===== src/rtl/spi_irq_pkg.sv =====
// Package: shared constants and types of the SPI interrupt bank.
// Assumes a 7-bit interrupt layout with four implemented sources.
package spi_irq_pkg;
    localparam int NSRC        = 7;
    localparam int BIT_FAULT   = 1;
    localparam int BIT_TXLOW   = 2;
    localparam int BIT_TXFULL  = 3;
    localparam int BIT_RXAVAIL = 4;
    localparam logic [NSRC-1:0] SRC_IMPL = 7'b0011110;

    localparam int ADDR_W = 6;
    localparam logic [ADDR_W-1:0] OFS_STATUS = 6'h04;
    localparam logic [ADDR_W-1:0] OFS_SET    = 6'h08;
    localparam logic [ADDR_W-1:0] OFS_CLR    = 6'h0C;
    localparam logic [ADDR_W-1:0] OFS_MASK   = 6'h10;
    localparam logic [ADDR_W-1:0] OFS_WMARK  = 6'h28;

    typedef logic [NSRC-1:0] src_vec_t;
endpackage


===== src/rtl/irq_src_eval.sv =====
// Module: irq_src_eval
// Forms the per-cycle event vector from the engine inputs.
// Assumes levels are valid every cycle and the fault input is a pulse.
module irq_src_eval #(
    parameter int DEPTH = 128,
    parameter int LVL_W = $clog2(DEPTH + 1)
) (
    input  logic                  fault_pulse,
    input  logic [LVL_W-1:0]      tx_level,
    input  logic [LVL_W-1:0]      rx_level,
    input  logic [LVL_W-1:0]      thresh,
    output spi_irq_pkg::src_vec_t events
);
    import spi_irq_pkg::*;

    localparam logic [LVL_W-1:0] FULL_LVL = LVL_W'(DEPTH);

    // Purpose: map each source condition onto its bit position.
    always_comb begin
        events              = '0;
        events[BIT_FAULT]   = fault_pulse;
        events[BIT_TXLOW]   = (tx_level < thresh);
        events[BIT_TXFULL]  = (tx_level == FULL_LVL);
        events[BIT_RXAVAIL] = (rx_level != '0);
    end
endmodule


===== src/rtl/irq_w1c_status.sv =====
// Module: irq_w1c_status
// Status register in which events set bits and write-one clears them.
// Assumes an event wins over a clear in the same cycle; bits not implemented stay 0.
module irq_w1c_status (
    input  logic                  clk,
    input  logic                  rst_n,
    input  spi_irq_pkg::src_vec_t events,
    input  spi_irq_pkg::src_vec_t clr_bits,
    output spi_irq_pkg::src_vec_t stat_q
);
    import spi_irq_pkg::*;

    for (genvar i = 0; i < NSRC; i++) begin : g_bit
        if (SRC_IMPL[i]) begin : g_impl
            // Purpose: latch an event, else drop the bit on a one-write.
            always_ff @(posedge clk) begin
                if (!rst_n)           stat_q[i] <= 1'b0;
                else if (events[i])   stat_q[i] <= 1'b1;
                else if (clr_bits[i]) stat_q[i] <= 1'b0;
            end

            assert_event_sets_R7: assert property (@(posedge clk) disable iff (!rst_n)
                events[i] |=> stat_q[i]);
            assert_clear_R3: assert property (@(posedge clk) disable iff (!rst_n)
                (clr_bits[i] && !events[i]) |=> !stat_q[i]);
            assert_hold_R2: assert property (@(posedge clk) disable iff (!rst_n)
                (!clr_bits[i] && !events[i]) |=> $stable(stat_q[i]));
        end else begin : g_tie
            assign stat_q[i] = 1'b0;
        end
    end
endmodule


===== src/rtl/irq_mask_setclr.sv =====
// Module: irq_mask_setclr
// Enable mask updated only through separate set and clear strobes.
// Assumes set and clear never arrive in the same cycle (distinct addresses).
module irq_mask_setclr (
    input  logic                  clk,
    input  logic                  rst_n,
    input  spi_irq_pkg::src_vec_t set_bits,
    input  spi_irq_pkg::src_vec_t clr_bits,
    output spi_irq_pkg::src_vec_t mask_q
);
    import spi_irq_pkg::*;

    for (genvar i = 0; i < NSRC; i++) begin : g_bit
        if (SRC_IMPL[i]) begin : g_impl
            // Purpose: set or clear one enable bit on its strobe.
            always_ff @(posedge clk) begin
                if (!rst_n)           mask_q[i] <= 1'b0;
                else if (set_bits[i]) mask_q[i] <= 1'b1;
                else if (clr_bits[i]) mask_q[i] <= 1'b0;
            end

            assert_mask_set_R4: assert property (@(posedge clk) disable iff (!rst_n)
                set_bits[i] |=> mask_q[i]);
            assert_mask_clr_R5: assert property (@(posedge clk) disable iff (!rst_n)
                (clr_bits[i] && !set_bits[i]) |=> !mask_q[i]);
        end else begin : g_tie
            assign mask_q[i] = 1'b0;
        end
    end
endmodule


===== src/rtl/spi_irq_bank.sv =====
// Module: spi_irq_bank (top)
// Interrupt register bank: W1C status, set/clear mask, watermark, combined irq.
// Assumes a single-cycle write strobe and combinational reads without side effects.
module spi_irq_bank #(
    parameter int DEPTH  = 128,
    parameter int DATA_W = 32,
    parameter int LVL_W  = $clog2(DEPTH + 1)
) (
    input  logic                           clk,
    input  logic                           rst_n,
    input  logic [spi_irq_pkg::ADDR_W-1:0] bus_addr,
    input  logic                           bus_wr,
    input  logic [DATA_W-1:0]              bus_wdata,
    output logic [DATA_W-1:0]              bus_rdata,
    input  logic                           fault_pulse,
    input  logic [LVL_W-1:0]               tx_level,
    input  logic [LVL_W-1:0]               rx_level,
    output logic                           irq
);
    import spi_irq_pkg::*;

    localparam logic [LVL_W-1:0] WMARK_RST = LVL_W'(1);

    src_vec_t         events, stat_q, mask_q;
    src_vec_t         stat_clr, mask_set, mask_clr, wr_bits;
    logic [LVL_W-1:0] wmark_q;
    logic             irq_q;

    assign wr_bits = bus_wdata[NSRC-1:0];

    // Purpose: decode the write strobe into per-register bit strobes.
    always_comb begin
        stat_clr = (bus_wr && bus_addr == OFS_STATUS) ? wr_bits : '0;
        mask_set = (bus_wr && bus_addr == OFS_SET)    ? wr_bits : '0;
        mask_clr = (bus_wr && bus_addr == OFS_CLR)    ? wr_bits : '0;
    end

    // Purpose: hold the transmit watermark threshold.
    always_ff @(posedge clk) begin
        if (!rst_n)                             wmark_q <= WMARK_RST;
        else if (bus_wr && bus_addr == OFS_WMARK) wmark_q <= bus_wdata[LVL_W-1:0];
    end

    irq_src_eval #(.DEPTH(DEPTH), .LVL_W(LVL_W)) u_src (
        .fault_pulse (fault_pulse),
        .tx_level    (tx_level),
        .rx_level    (rx_level),
        .thresh      (wmark_q),
        .events      (events)
    );

    irq_w1c_status u_stat (
        .clk      (clk),
        .rst_n    (rst_n),
        .events   (events),
        .clr_bits (stat_clr),
        .stat_q   (stat_q)
    );

    irq_mask_setclr u_mask (
        .clk      (clk),
        .rst_n    (rst_n),
        .set_bits (mask_set),
        .clr_bits (mask_clr),
        .mask_q   (mask_q)
    );

    // Purpose: register the combined request.
    always_ff @(posedge clk) begin
        if (!rst_n) irq_q <= 1'b0;
        else        irq_q <= |(stat_q & mask_q);
    end
    assign irq = irq_q;

    // Purpose: return the addressed register; write-only and unmapped read 0.
    always_comb begin
        case (bus_addr)
            OFS_STATUS: bus_rdata = DATA_W'(stat_q);
            OFS_MASK:   bus_rdata = DATA_W'(mask_q);
            OFS_WMARK:  bus_rdata = DATA_W'(wmark_q);
            default:    bus_rdata = '0;
        endcase
    end

    assert_irq_on_R8: assert property (@(posedge clk) disable iff (!rst_n)
        (|(stat_q & mask_q)) |=> irq);
    assert_irq_off_R8: assert property (@(posedge clk) disable iff (!rst_n)
        !(|(stat_q & mask_q)) |=> !irq);
    assert_mask_ro_R10: assert property (@(posedge clk) disable iff (!rst_n)
        (bus_wr && bus_addr == OFS_MASK) |=> $stable(mask_q));
    assert_unused_zero_R11: assert property (@(posedge clk) disable iff (!rst_n)
        ((stat_q | mask_q) & ~SRC_IMPL) == '0);
endmodule


===== config.mk =====
export PLATFORM = sky130hd
export DESIGN_NAME = spi_irq_bank
export DESIGN_NICKNAME = d
export VERILOG_FILES = /design/src/rtl/spi_irq_pkg.sv /design/src/rtl/irq_src_eval.sv /design/src/rtl/irq_w1c_status.sv /design/src/rtl/irq_mask_setclr.sv /design/src/rtl/spi_irq_bank.sv
export SDC_FILE = /design/constraint.sdc
export NUM_CORES = 1
export LEC_CHECK = 0
export BUFFER_PORTS_ARGS = -buffer_cell sky130_fd_sc_hd__buf_2
export CORE_MARGIN = 5
export CORE_UTILIZATION = 40
export DETAILED_ROUTE_END_ITERATION = 12
export PLACE_DENSITY = 0.74
export SLEW_MARGIN = 20
export SYNTH_ARGS = -nofsm -noshare
export SYNTH_HDL_FRONTEND = slang
export SYNTH_HIERARCHICAL = 1
export SYNTH_SLANG_ARGS = --single-unit
export TNS_END_PERCENT = 30

===== constraint.sdc =====
create_clock -name clk -period 2.2 [get_ports clk]
set_input_delay 0.55 -clock clk [delete_from_list [all_inputs] [get_ports clk]]
set_output_delay 0.55 -clock clk [all_outputs]
set_load 0.02 [all_outputs]

==> run metrics, run 1 <==
clock network power share 33.4%; Post-Synthesis Cells 170; starting density of the core 40.8%; Avg Inst Size Synth 8.65 sq um; clock edge transition at the registers on the reported setup and hold paths 80 ps; cell count of the worst reg-to-reg path 6; number of inserted filler cells in the final layout about 380; post-synthesis instance area about 1500 sq um; Core Region around 3600 sq um; maximum number of pins on one net before global-route repair 11; Die Footprint between 4000 and 5000 sq um; fraction of final layout cells sized beyond drive strength 1 32.0%; min Tclk post-route 2380 ps; Clock H-tree levels 1; Synthesis Warnings 6; total of buffers placed on input and output ports 42; maximum clock path buffer count 2; total leakage power 0.841 nW; global-route wire length before repair 5.55 mm; net count of the finished layout 285; width of the die 70.6 microns; overall power consumption between 700 and 800 uW; remaining design rule violation count 0; kind of launch point of the worst setup path input port; number of rows in the core area 22; switching power as a share of total power 30.1%; count of antenna diodes in the layout 0; failing checks setup timing; overall via count from detail_route 1,296; internal power component 503 uW; count of endpoints failing hold in the final timing report 0; worst stage delay on the critical path 550 ps; vias in the first global route 1,226; top fanout value on the critical path 8; classification of the worst setup path in -> out; CP cell instances buf_6 > or4b_4 > nor3b_4 > buf_6 > a221o_1 > buf_6; Cell Pwr Density roughly 400 nW/um^2; switching pwr 217 uW; Data required, critical path 1650 ps; kind of end point of the critical path output port; final non-filler cell area 1790 sq um; Cells on Worst Hold Path 2; synth-to-layout area growth 21.4%; post-route clock period utilization 108%; violation count after the first detailed-routing iteration 59; worst path arrival time 1830 ps; average vias per placed instance ~4.9; timing-limited maximum frequency 420 MHz; number of buffers inserted by hold repair at cts 0; clock latency of the later-clocked register in the worst-skew pair approximately 250 ps; placed standard-cell area 1670 sq um; Slowest cell on crit path or4b_4; total of max-cap violations 0; Antenna Violating Nets Remaining 0; commonest non-fill, non-tap cell in the layout buf_2; worst ir drop on vdd 0.215 mV; commonest cells after routing, fill and taps aside buf_2, conb_1, dfxtp_1; aggregate global routing overflow 0; total count of max-transition violations in the final report 0; outcome finished, violations left; Finish-stage setup viols 8; min setup slack post-route -180 ps; clk root buf clkbuf_8; part of the power in registers 44.2%; cts bufs inserted 3; DRT Pass-1 Iters 4; post-CTS setup buffer count 0; most frequent cell on the critical path buf_6; setup slack after placement -254 ps; antenna violations before repair 0; Die H 70.6 microns; number of sinks driven by the clock tree 17; core occupancy in the finished layout 49.5%; class of the tightest hold or removal check reg -> reg; worst-case hold slack 494 ps; logic gate share of total power 22.4%; RD Place Congestion 0.790; setup repair after global routing missed its margin yes; mean routed wirelength per cell 13.2 microns; wire length reported by the detailed router 3.51 mm; TritonCTS clock tree built; clock skew after layout around 6.6 ps; number of I/O pins about 90; overall fraction of global-route tracks in use 13.5%; estimated wirelength of the detail-placed design 2.82 mm
[power by group through the flow]
stage / clock network [mW] / registers, mW / logic [mW]
finish: 0.241 / 0.318 / 0.161
global route: 0.261 / 0.318 / 0.176
CTS: 0.248 / 0.318 / 0.158
detailed placement: 0 / 0.325 / 0.155
global placement: 0 / 0.325 / 0.152
floorplan: 0 / 0.325 / 0.130
[sequential cells by signal, summed over array words and instances (netlist names)]
register	flops
u_stat/stat_q	4
u_mask/mask_q	4
wmark_q	8
irq	1
[through the flow]
| step | instances | TNS, ps |
|---|---|---|
| 2_1_floorplan | 197 | -1140 |
| 3_3_place_gp | 263 | -1780 |
| 3_5_place_dp | 263 | -1820 |
| 4_1_cts | 267 | -1400 |
| 5_1_grt | 267 | -1610 |
| 6_report | 267 | -1290 |
[final cells by class]
class	instances	area [sq um]	share of cell area [%]
timing repair buffer	53	359	20.1
tap	48	60.1	3.36
clock inverter	1	5.00	0.280
sequential	17	340	19.1
clock buffer	3	41.3	2.31
inverter	8	30.0	1.68
multi-input combinational	137	950	53.2
[worst max-delay path: cells and delay by family]
kind            cells  cell delay (ps)
buf+inv             3              360
compound gates      1              180
simple gates        2              740
[final timing paths]
kind               startpoint  slack, ps                to
setup / recovery  bus_addr[1]       -180      bus_rdata[3]
hold / removal     wmark_q[7]        490        wmark_q[7]
hold reg to reg    wmark_q[7]        490        wmark_q[7]
setup reg to reg   wmark_q[2]        710  u_stat/stat_q[2]
[layer usage]
layer / routed length (microns) / vias up / GRT usage (%)
met5: 0 / - / 0
met4: 51 / 0 / 3.76
met3: 295 / 6 / 4.40
met2: 1720 / 49 / 22.3
met1: 1450 / 587 / 16.9
li1: - / 654 / -
[what timing repair did]
action                                  4_1_cts  5_1_grt
endpoints found under the setup margin        8        8
pin swaps                                     5        1
gates resized for setup                      18        1
hold endpoints to repair                      0        0
(Power assumes the default switching activity.)
==> inputs of run 2 (changes only) <==
--- a/config.mk
+++ b/config.mk
@@ -9,6 +9,7 @@
 export CORE_MARGIN = 5
 export CORE_UTILIZATION = 40
 export DETAILED_ROUTE_END_ITERATION = 12
+export GPL_TIMING_DRIVEN = 0
 export PLACE_DENSITY = 0.74
 export SLEW_MARGIN = 20
 export SYNTH_ARGS = -nofsm -noshare
==> run 2 against run 1 <==
The run still ends with setup timing left. First-iteration DRC count rose by 8.5%. Combinational power up 23%. Global-route usage grew 0.86 points.
==> run metrics, run 2 (synthesis gave the netlist of run 1 again) <==
number of sinks driven by the clock tree 17 (unchanged); fraction of final layout cells sized beyond drive strength 1 38.9% (+7.0 points); transition time at the pin with the least slew margin 872 ps; DRT Pass-1 Iters 4 (unchanged); worst rel slew slack 41.7%; kind of launch point of the worst setup path input port; clock skew after layout 0.875 ps (-5.70 ps); overall fraction of global-route tracks in use 14.4% (+0.86 points); commonest non-fill, non-tap cell in the layout buf_4; combined area of the multi-input logic cells 961 sq um (+1.2%); setup repair after global routing missed its margin yes; antenna violations before repair 0 (unchanged); class of the tightest hold or removal check reg -> reg; biggest registers after layout wmark_q: 8 flops, u_mask/mask_q: 4 flops, u_stat/stat_q: 4 flops; remaining design rule violation count 0 (unchanged); total leakage power 0.974 nW (+16%); Clock H-tree levels 1 (unchanged); timing-limited maximum frequency 417 MHz (-0.83%); overall via count from detail_route 1,391 (+7.3%); setup slack of the worst register-to-register path 720 ps (about the same); number of inserted filler cells in the final layout 344 (-8.5%); count of antenna diodes in the layout 0 (unchanged); synth-to-layout area growth 34.6%; vias in the first global route 1,299 (+6.0%); violation count after the first detailed-routing iteration 64 (+8.5%); critical path startpoint bus_addr[0]; RD Place Congestion 0.775 (-1.9%); worst ir drop on vdd 0.241 mV (+12%); cts bufs inserted 3 (unchanged); Die H 70.6 microns (unchanged); number of I/O pins 91 (unchanged); clk root buf clkbuf_8; count of endpoints failing hold in the final timing report 0 (unchanged); Die Footprint 4990 sq um (unchanged); failing checks setup timing; total of buffers placed on input and output ports 41 (-2.4%); total count of max-transition violations in the final report 0 (unchanged); aggregate global routing overflow 0 (unchanged); final sum of negative setup slack -1450 ps (-155 ps); Finish-stage setup viols 8 (unchanged); Worst R2R End u_stat/stat_q[2]; estimated wirelength of the detail-placed design 2.89 mm (+2.5%); startpoint of the lowest-slack hold path wmark_q[5]; total of max-cap violations 0 (unchanged); Data required, critical path 1650 ps (about the same); min setup slack post-route -200 ps (-19.9 ps); Cells on Worst Hold Path 2 (unchanged); Cell Pwr Density 378 nW/um^2 (-6.1%); post-route clock period utilization 109% (+0.90 points); worst r2r src wmark_q[2]; net count of the finished layout 310 (+8.8%); register with the most flip-flops wmark_q; clock latency of the later-clocked register in the worst-skew pair 250 ps (about the same); TritonCTS clock tree built; clock edge transition at the registers on the reported setup and hold paths 70 ps (about the same); maximum clock path buffer count 2 (unchanged); Core Region 3610 sq um (unchanged); worst-case hold slack 495 ps (+1.34 ps); area of all sequential standard cells 340 sq um (unchanged); top fanout value on the critical path 5 (-3); min Tclk post-route 2400 ps (+19.9 ps); outcome finished, violations left; worst path arrival time 1850 ps (+20 ps); maximum number of pins on one net before global-route repair 11 (unchanged); wire length reported by the detailed router 3.64 mm (+3.5%); average vias per placed instance 4.76 (-1.9%); commonest cells after routing, fill and taps aside buf_4, buf_2, conb_1; width of the die 70.6 microns (unchanged); number of flip-flops under the largest register name 8 (unchanged); kind of end point of the critical path output port; starting density of the core 40.8% (unchanged); setup slack after placement -474 ps (-220 ps); classification of the worst setup path in -> out; mean routed wirelength per cell 12.5 microns (-5.3%); cell count of the worst reg-to-reg path 6 (unchanged); number of rows in the core area 22 (unchanged); Endpoint, Worst Hold wmark_q[5]; number of buffers inserted by hold repair at cts 0 (unchanged); global-route wire length before repair 5.93 mm (+6.8%); Antenna Violating Nets Remaining 0 (unchanged)
## run 2: cell types whose count changed in the layout (fill, tap and decap cells not counted), sizes merged
cell | previous run | this run
buf | 53 | 77
clkbuf | 3 | 5
clkinv | 1 | 0
## run 2: how the worst max path moves through the flow
stage / to / slack (ps) / cells past startpoint
4_1_cts: bus_rdata[3] / -200 / 6
2_1_floorplan: bus_rdata[1] / -150 / 4
3_3_place_gp: bus_rdata[3] / -480 / 6
3_5_place_dp: bus_rdata[3] / -470 / 6
5_1_grt: bus_rdata[1] / -270 / 6
6_report: bus_rdata[3] / -200 / 6
## run 2: metal layers
layer  GRT usage (%)  part of all wire (%)  vias up
met5               0                     0        -
met2            25.3                    50       60
met4            1.88                  0.33        0
li1                -                     -      704
met3            3.55                   8.4        2
met1            18.3                    41      625
## run 2: critical path: stages
cell and delay, ps:
buf_8 90, or4b_4 550, nor3b_4 210, buf_6 140, a221o_1 180, buf_6 130
## run 2: report_power, final
part	internal (mW)	leakage [nW]	switching (mW)
combinational	0.0939	0.813	0.104
sequential	0.314	0.138	0.00381
clock	0.128	0.0228	0.105
total	0.536	0.974	0.212
## run 2: layout make-up
cell class	instances	area share, %
Inverter	8	1.52
Tap cell	48	3.04
Buffer	33	12.1
Multi-Input combinational cell	137	48.6
Timing Repair Buffer	45	15.2
Clock buffer	4	2.28
Sequential cell	17	17.2
## run 2: what timing repair did
item,4_1_cts,5_1_grt
buffers inserted,4,0
endpoints found under the hold margin,0,0
pin swaps,5,3
setup endpoints to repair,8,12
gates resized for setup,23,1
## run 2: stage by stage
| step | utilization, % | power (mW) | cell area (sq um) | std cells |
|---|---|---|---|---|
| after global routing | 54.9 | 0.788 | 1980 | 292 |
| after CTS | 54.8 | 0.750 | 1970 | 292 |
| after global placement | 51.0 | 0.509 | 1840 | 286 |
| final | 54.9 | 0.749 | 1980 | 292 |
| after detailed placement | 51.0 | 0.511 | 1840 | 286 |
| after floorplan | - | 0.455 | 1580 | 197 |
